==> config.mk <==
export PLATFORM = sky130hd
export DESIGN_NAME = mcc_ctrl
export DESIGN_NICKNAME = d
export VERILOG_FILES = /design/src/rtl/mcc_pkg.sv /design/src/rtl/mcc_op_class.sv /design/src/rtl/mcc_next_state.sv /design/src/rtl/mcc_ctrl_decode.sv /design/src/rtl/mcc_ctrl.sv
export SDC_FILE = /design/constraint.sdc
export NUM_CORES = 1
export LEC_CHECK = 0
export CORE_ASPECT_RATIO = 0.7
export CORE_MARGIN = 8
export CORE_UTILIZATION = 45
export DETAILED_ROUTE_END_ITERATION = 6
export GPL_TIMING_DRIVEN = 0
export PLACE_DENSITY = 0.76
export RECOVER_POWER = 25
export REMOVE_ABC_BUFFERS = 1
export SLEW_MARGIN = 20
export SYNTH_ARGS = -nofsm -noshare
export SYNTH_HDL_FRONTEND = slang
export SYNTH_SLANG_ARGS = --single-unit
==> constraint.sdc <==
create_clock -name clk -period 4.55 [get_ports clk]
set_clock_uncertainty 0.2 [all_clocks]
set_input_delay 0.91 -clock clk [delete_from_list [all_inputs] [get_ports clk]]
set_output_delay 0.91 -clock clk [all_outputs]
set_load 0.01 [all_outputs]
==> src/rtl/mcc_pkg.sv <==
package mcc_pkg;

  localparam int OPC_W   = 6;
  localparam int CAUSE_W = 5;
  localparam int PCS_N   = 5;
  localparam int NUM_OPS = 6;

  // opcode values for the supported operations
  localparam logic [OPC_W-1:0] OPC_RTYPE = 6'h00;
  localparam logic [OPC_W-1:0] OPC_LW    = 6'h23;
  localparam logic [OPC_W-1:0] OPC_SW    = 6'h2B;
  localparam logic [OPC_W-1:0] OPC_BEQ   = 6'h04;
  localparam logic [OPC_W-1:0] OPC_JMP   = 6'h02;
  localparam logic [OPC_W-1:0] OPC_ORI   = 6'h0D;

  // bit positions inside the one-hot PC source select
  localparam int PCS_HOLD = 0;
  localparam int PCS_INC  = 1;
  localparam int PCS_BR   = 2;
  localparam int PCS_JMP  = 3;
  localparam int PCS_VEC  = 4;

  typedef enum logic [3:0] {
    S_FETCH, S_DECODE,
    S_MADDR, S_MREAD, S_LDWB, S_MWRITE,
    S_REXEC, S_RWB,
    S_ORIEXEC, S_ORIWB,
    S_BRCMP, S_BRTAKE,
    S_JUMP,
    S_EXC_RI, S_EXC_OVF
  } state_t;

  typedef enum logic [2:0] {
    C_RTYPE, C_LW, C_SW, C_BEQ, C_JMP, C_ORI, C_ILLEGAL
  } opclass_t;

  typedef enum logic [1:0] {
    SRC_REG  = 2'd0,
    SRC_SEXT = 2'd1,
    SRC_ZEXT = 2'd2
  } alusrc_t;

  typedef enum logic [1:0] {
    OP_ADD  = 2'd0,
    OP_SUB  = 2'd1,
    OP_OR   = 2'd2,
    OP_FUNC = 2'd3
  } aluop_t;

  typedef struct packed {
    logic               ir_wr;
    logic               mem_rd;
    logic               mem_wr;
    logic               reg_wr;
    logic               reg_dst_rd;
    logic               wb_mem;
    alusrc_t            alu_src;
    aluop_t             alu_op;
    logic [PCS_N-1:0]   pc_sel;
    logic               epc_wr;
    logic               cause_wr;
    logic [CAUSE_W-1:0] cause_code;
  } ctrl_t;

endpackage

==> src/rtl/mcc_op_class.sv <==
module mcc_op_class
  import mcc_pkg::*;
(
  input  logic [OPC_W-1:0] opcode,
  output opclass_t         cls
);

  localparam logic [OPC_W-1:0] CODES [NUM_OPS] =
    '{OPC_RTYPE, OPC_LW, OPC_SW, OPC_BEQ, OPC_JMP, OPC_ORI};
  localparam opclass_t CLASSES [NUM_OPS] =
    '{C_RTYPE, C_LW, C_SW, C_BEQ, C_JMP, C_ORI};

  logic [NUM_OPS-1:0] hit;

  for (genvar g = 0; g < NUM_OPS; g++) begin : g_match
    assign hit[g] = (opcode == CODES[g]);
  end

  // codes are distinct, so at most one hit is set
  always_comb begin
    cls = C_ILLEGAL;
    for (int k = 0; k < NUM_OPS; k++) begin
      if (hit[k]) cls = CLASSES[k];
    end
  end

endmodule

==> src/rtl/mcc_next_state.sv <==
module mcc_next_state
  import mcc_pkg::*;
(
  input  state_t   cur,
  input  opclass_t cls,
  input  logic     alu_ovf,
  input  logic     alu_eq,
  output state_t   nxt
);

  always_comb begin
    nxt = S_FETCH;
    case (cur)
      S_FETCH:  nxt = S_DECODE;
      S_DECODE: begin
        case (cls)
          C_RTYPE:     nxt = S_REXEC;
          C_LW, C_SW:  nxt = S_MADDR;
          C_ORI:       nxt = S_ORIEXEC;
          C_BEQ:       nxt = S_BRCMP;
          C_JMP:       nxt = S_JUMP;
          default:     nxt = S_EXC_RI;
        endcase
      end
      S_MADDR:   nxt = (cls == C_LW) ? S_MREAD : S_MWRITE;
      S_MREAD:   nxt = S_LDWB;
      S_REXEC:   nxt = alu_ovf ? S_EXC_OVF : S_RWB;
      S_ORIEXEC: nxt = S_ORIWB;
      S_BRCMP:   nxt = alu_eq ? S_BRTAKE : S_FETCH;
      default:   nxt = S_FETCH;
    endcase
  end

endmodule

==> src/rtl/mcc_ctrl_decode.sv <==
module mcc_ctrl_decode
  import mcc_pkg::*;
#(
  parameter logic [CAUSE_W-1:0] RI_CODE  = 5'd10,
  parameter logic [CAUSE_W-1:0] OVF_CODE = 5'd12
) (
  input  state_t st,
  output ctrl_t  ctrl
);

  always_comb begin
    ctrl                  = '0;
    ctrl.alu_src          = SRC_REG;
    ctrl.alu_op           = OP_ADD;
    ctrl.pc_sel           = '0;
    ctrl.pc_sel[PCS_HOLD] = 1'b1;
    case (st)
      S_FETCH: begin
        ctrl.ir_wr            = 1'b1;
        ctrl.mem_rd           = 1'b1;
        ctrl.pc_sel           = '0;
        ctrl.pc_sel[PCS_INC]  = 1'b1;
      end
      S_MADDR: begin
        ctrl.alu_src = SRC_SEXT;
        ctrl.alu_op  = OP_ADD;
      end
      S_MREAD:  ctrl.mem_rd = 1'b1;
      S_LDWB: begin
        ctrl.reg_wr = 1'b1;
        ctrl.wb_mem = 1'b1;
      end
      S_MWRITE: ctrl.mem_wr = 1'b1;
      S_REXEC: begin
        ctrl.alu_src = SRC_REG;
        ctrl.alu_op  = OP_FUNC;
      end
      S_RWB: begin
        ctrl.reg_wr     = 1'b1;
        ctrl.reg_dst_rd = 1'b1;
      end
      S_ORIEXEC: begin
        ctrl.alu_src = SRC_ZEXT;
        ctrl.alu_op  = OP_OR;
      end
      S_ORIWB:  ctrl.reg_wr = 1'b1;
      S_BRCMP: begin
        ctrl.alu_src = SRC_REG;
        ctrl.alu_op  = OP_SUB;
      end
      S_BRTAKE: begin
        ctrl.pc_sel          = '0;
        ctrl.pc_sel[PCS_BR]  = 1'b1;
      end
      S_JUMP: begin
        ctrl.pc_sel          = '0;
        ctrl.pc_sel[PCS_JMP] = 1'b1;
      end
      S_EXC_RI, S_EXC_OVF: begin
        ctrl.epc_wr          = 1'b1;
        ctrl.cause_wr        = 1'b1;
        ctrl.cause_code      = (st == S_EXC_RI) ? RI_CODE : OVF_CODE;
        ctrl.pc_sel          = '0;
        ctrl.pc_sel[PCS_VEC] = 1'b1;
      end
      default: ;
    endcase
  end

endmodule

==> src/rtl/mcc_ctrl.sv <==
module mcc_ctrl
  import mcc_pkg::*;
#(
  parameter logic [CAUSE_W-1:0] RI_CODE  = 5'd10,
  parameter logic [CAUSE_W-1:0] OVF_CODE = 5'd12
) (
  input  logic               clk,
  input  logic               rst,
  input  logic [OPC_W-1:0]   opcode,
  input  logic               alu_ovf,
  input  logic               alu_eq,
  output logic               ir_wr,
  output logic               mem_rd,
  output logic               mem_wr,
  output logic               reg_wr,
  output logic               reg_dst_rd,
  output logic               wb_mem,
  output logic [1:0]         alu_src,
  output logic [1:0]         alu_op,
  output logic [PCS_N-1:0]   pc_sel,
  output logic               epc_wr,
  output logic               cause_wr,
  output logic [CAUSE_W-1:0] cause_code
);

  opclass_t cls;
  state_t   state_q, state_d, st_sel;
  ctrl_t    ctrl_d, ctrl_q;

  mcc_op_class u_cls (
    .opcode (opcode),
    .cls    (cls)
  );

  mcc_next_state u_ns (
    .cur     (state_q),
    .cls     (cls),
    .alu_ovf (alu_ovf),
    .alu_eq  (alu_eq),
    .nxt     (state_d)
  );

  // reset folds into the next-state choice so outputs stay registered
  assign st_sel = rst ? S_FETCH : state_d;

  mcc_ctrl_decode #(
    .RI_CODE  (RI_CODE),
    .OVF_CODE (OVF_CODE)
  ) u_dec (
    .st   (st_sel),
    .ctrl (ctrl_d)
  );

  always_ff @(posedge clk) begin
    state_q <= st_sel;
    ctrl_q  <= ctrl_d;
  end

  assign ir_wr      = ctrl_q.ir_wr;
  assign mem_rd     = ctrl_q.mem_rd;
  assign mem_wr     = ctrl_q.mem_wr;
  assign reg_wr     = ctrl_q.reg_wr;
  assign reg_dst_rd = ctrl_q.reg_dst_rd;
  assign wb_mem     = ctrl_q.wb_mem;
  assign alu_src    = ctrl_q.alu_src;
  assign alu_op     = ctrl_q.alu_op;
  assign pc_sel     = ctrl_q.pc_sel;
  assign epc_wr     = ctrl_q.epc_wr;
  assign cause_wr   = ctrl_q.cause_wr;
  assign cause_code = ctrl_q.cause_code;

endmodule

# After elaboration in Yosys (flattened, before gate mapping)
# Index checks and enable logic that the tools add are counted.
# Widths: inputs -> output; s select.
# classes
n_eq_ne	29
muxes	22
n_reduce_logical	8
# ops
operator	n
$eq 4x4->1 const B	9
$pmux 4 s7	1
$mux 3	8
$eq 4x3->1 const B	5
$pmux 4 s5	1
$pmux 5 s4	1
$eq 4x2->1 const B	4
$pmux 4 s4	1
$eq 6x6->1 const B	2
$mux 4	3
$logic_not 4->1	2
$mux 7	1
$eq 3x2->1 const B	2
$eq 3x3->1 const B	2
$eq 6x2->1 const B	1
$eq 6x3->1 const B	1
$eq 6x4->1 const B	1
$logic_not 6->1	1
$mux 1	6
$reduce_or 2->1	3
$eq 4x1->1 const B	1
$eq 3x1->1 const B	1
$logic_not 3->1	1
$reduce_or 3->1	1
# word_totals
reg_bits	26
in_bits	10
word_cells	72

# Logic depth before layout (Yosys ltp)
# depth
depth_word	15
mapped_depth	7
depth_no_buf	5

# Hierarchy
# From an unflattened synthesis, not the netlist that was laid out.
# hier_totals
hier_cells	105
area_unflattened_um2	1018.5
# modules_own_cells
module	instances	cells_each	area_each_um2	seq_area_each_um2
mcc_ctrl	1	30	545.5	520.5
mcc_ctrl_decode	1	37	224.0	0.0
mcc_next_state	1	25	162.7	0.0
mcc_op_class	1	13	86.3	0.0

# Worst setup path after synthesis
# Ideal clock, no wire load.
# synth_path
path_kind	input to register
from	in opcode[0]
to	reg ctrl_q (netlist bit pc_sel[0])
t_arrival_ps	2218
required_time_ps	4216
slack_ps	1998
path_stages	5
n_path_buf	0
cell_sequence	or2_0 > o311ai_1 > o221ai_4 > o41ai_4 > a21oi_1
# synth_lines
item	line	source
start, declared	mcc_ctrl.sv:9	input logic [OPC_W-1:0] opcode,
end signal, assigned	mcc_ctrl.sv:56	ctrl_q <= ctrl_d;
end, declared	mcc_ctrl.sv:28	ctrl_t ctrl_d, ctrl_q;

# Worst setup path in the final report
# layout_path
from	in opcode[3]
to	reg ctrl_q (netlist bit cause_code[3])
# layout_via
elab_chain_len	14
# layout_lines
item	line	source
$logic_not 6->1	mcc_op_class.sv:16	assign hit[g] = (opcode == CODES[g]);
$mux 3 (5 in a row)	mcc_op_class.sv:23	if (hit[k]) cls = CLASSES[k];
$mux 3 *	mcc_op_class.sv:23	
$eq 3x2->1 / $eq 3x1->1 (equally long branches)	mcc_next_state.sv:16, mcc_next_state.sv:25	
$reduce_or 2->1	mcc_next_state.sv:16	case (cls)
$pmux 4 s5	mcc_next_state.sv:16	
$pmux 4 s7 *	mcc_next_state.sv:13	case (cur)
$mux 4 *	mcc_ctrl.sv:44	assign st_sel = rst ? S_FETCH : state_d;
$eq 4x4->1	mcc_ctrl_decode.sv:17	case (st)
$reduce_or 2->1 *	mcc_ctrl_decode.sv:17	
# Mark *: on every way between the ends. The rest lies on a longest branch, timed or not.
# A chain may end at the register's enable or synchronous reset.

==> qor.yml <==
post_cts_buffers: 0
slew_violations: 0
max_freq_mhz: 338.3
timing.hold.ws_ps: 730.6
grt-ovfl-total: 0
gp_congestion: 0.8932
area_delta_synth_final_pct: 27.23
crit_start: "opcode[3]"
r2r-end: "alu_src[0]"
grt_pass1_vias: 900
via_per_inst: 5.456
synth_edf_count: 0
place_hpwl_um: 2075
syn_inst: 110
timing.final.ws_setup_ps: 1594
clkTransAtPathRegs_ps: 120
period_share_pct: 64.97
drc_errors: 0
critPathKind: "in -> reg"
ctsHoldBuffers: 0
grt_pass1_wl_um: 4319
die-area_um2: 4370
syn_area_um2: 1121
drt_pass1_iterations: 4
syn_avg_cell_area_um2: 10.19
r2r_start: "state_q[2]"
ant_nets: 0
root_buffer: "clkbuf_4"
start_kind: "primary input"
setup_viol_count_final: 0
yosysSeqAreaShare_pct: 39.29
cts-resized-gates: 0
min_path_type: "reg -> reg"
hold_viol: 0
place_ws_ps: 1296
period_needed_ps: 2956
diodes: 0
power_density_nw_per_um2: 524.9
cts_buffers: 3
grt_antenna_before_repair: 0
tritoncts: "built"
required_ps: 4590
crit_arrival_ps: 3000
crit_end: "cause_code[3]"
initial_core_util_pct: 46.30
drv_cap: 0
first_iter_violations: 72
final_common_cell: "dfxtp_1"
irDropWorstVdd_mv: 0.2991
ctsHtreeMaxLevel: 1
cellLeakagePower_nw: 0.4979
fin_total_pwr_w: 0.0007487
rsz0062_at_grt: "false"
grt_start_max_net_pins: 13
ys_seq_elements: 22
rows: 15
drive_gt1_share_pct: 14.07
synth-main-ff-cell: "dfxtp_1"
io_pins: 32
die_h_um: 57.76
io_buffers: 29
grt_usage_pct: 12.73
outcome: "completed"
placed_area_um2: 1390
critPathCaptureType: "flop"
finalInstanceArea_um2: 1426
vias: 922
n_fill_cell: 196
clkLatencyLatePin_ps: 310
synth_cell_types: 49
tns_ps: 0
wl_per_cell_um: 15.85
clock-sinks: 22
nNetsFinal: 146
totalWireLength_um: 2679
core_um2: 2421
path_max_fanout: 7
tightestPinTransition_ps: 540.1
slew_headroom_pct: 63.43
reg2reg_slack_ps: 2150
yosysWarnings: 0
async_reset_ff_share_pct: 0
hold_depth: 4
mostFrequentLayoutCells: "22 x dfxtp_1, 19 x clkdlybuf4s50_1, 10 x dlygate4sd3_1"
clock_path_buffers: 2
ff2ff_path_depth: 5
die_w_um: 75.66
## cell usage after synthesis (3+ instances only)
cell,instances,area [um^2]
nor2_1,9,33.78
buf_4,7,52.55
nor2b_1,3,18.77
a21oi_1,6,30.03
nand3_1,5,25.02
dfxtp_1,22,440.4
nor3_1,7,35.03
## kinds of logic after synthesis
logic type	share of synthesized area, %
buffers and inverters	6.696
flip-flops	39.29
XOR/XNOR	1.563
AND/OR/NAND/NOR	26.34
AO/OA/AOI/OAI	25.78
other	0.3345
## final cells by class
| type | count | area (um^2) | area share [%] |
|---|---|---|---|
| clock buffer | 4 | 36.28 | 2.544 |
| inverter | 2 | 7.507 | 0.5263 |
| multi-input combinational | 78 | 609.3 | 42.72 |
| sequential | 22 | 440.4 | 30.88 |
| tap | 34 | 42.54 | 2.982 |
| timing repair buffer | 29 | 290.3 | 20.35 |
## worst max-delay path: stages
cell and delay, ps:
clkdlybuf4s50_1 500, or2_0 270, o311ai_1 480, o221ai_4 280
xnor2_1 350, nor2b_1 200
## report_power, final
| part | total [W] | switching, W | internal [W] |
|---|---|---|---|
| combinational | 0.000367 | 0.000197 | 0.000170 |
| sequential | 0.000275 | 0.0000425 | 0.000232 |
| clock | 0.000106 | 0.0000575 | 0.0000490 |
## through the flow
step                utilization (%)  instances
floorplan                         -        102
global placement              57.42        165
detailed placement            57.42        165
CTS                           58.91        169
global route                  58.91        169
finish                        58.91        169
## state kept, by name, indices dropped and copies added, names as in the netlist, 2 cells and up
name,cells
alu_src,2
alu_op,2
state_q,4
cause_code,3
pc_sel,5
## worst min-delay path by stage
stage                    start   endpoint  slack, ps
global placement    state_q[1]      ir_wr        680
global route        state_q[1]      ir_wr        810
finish              state_q[1]      ir_wr        730
floorplan           state_q[0]  pc_sel[0]        570
CTS                 state_q[1]      ir_wr        740
detailed placement  state_q[0]  pc_sel[0]        720
## per-layer routing
layer | share of wire [%] | global-route usage [%]
met5 | 0 | 0
met1 | 44 | 15.40
met4 | 1.5 | 4.360
met3 | 6.5 | 4.819
met2 | 48 | 20.00
No activity file was read; power rests on OpenSTA's default activity.
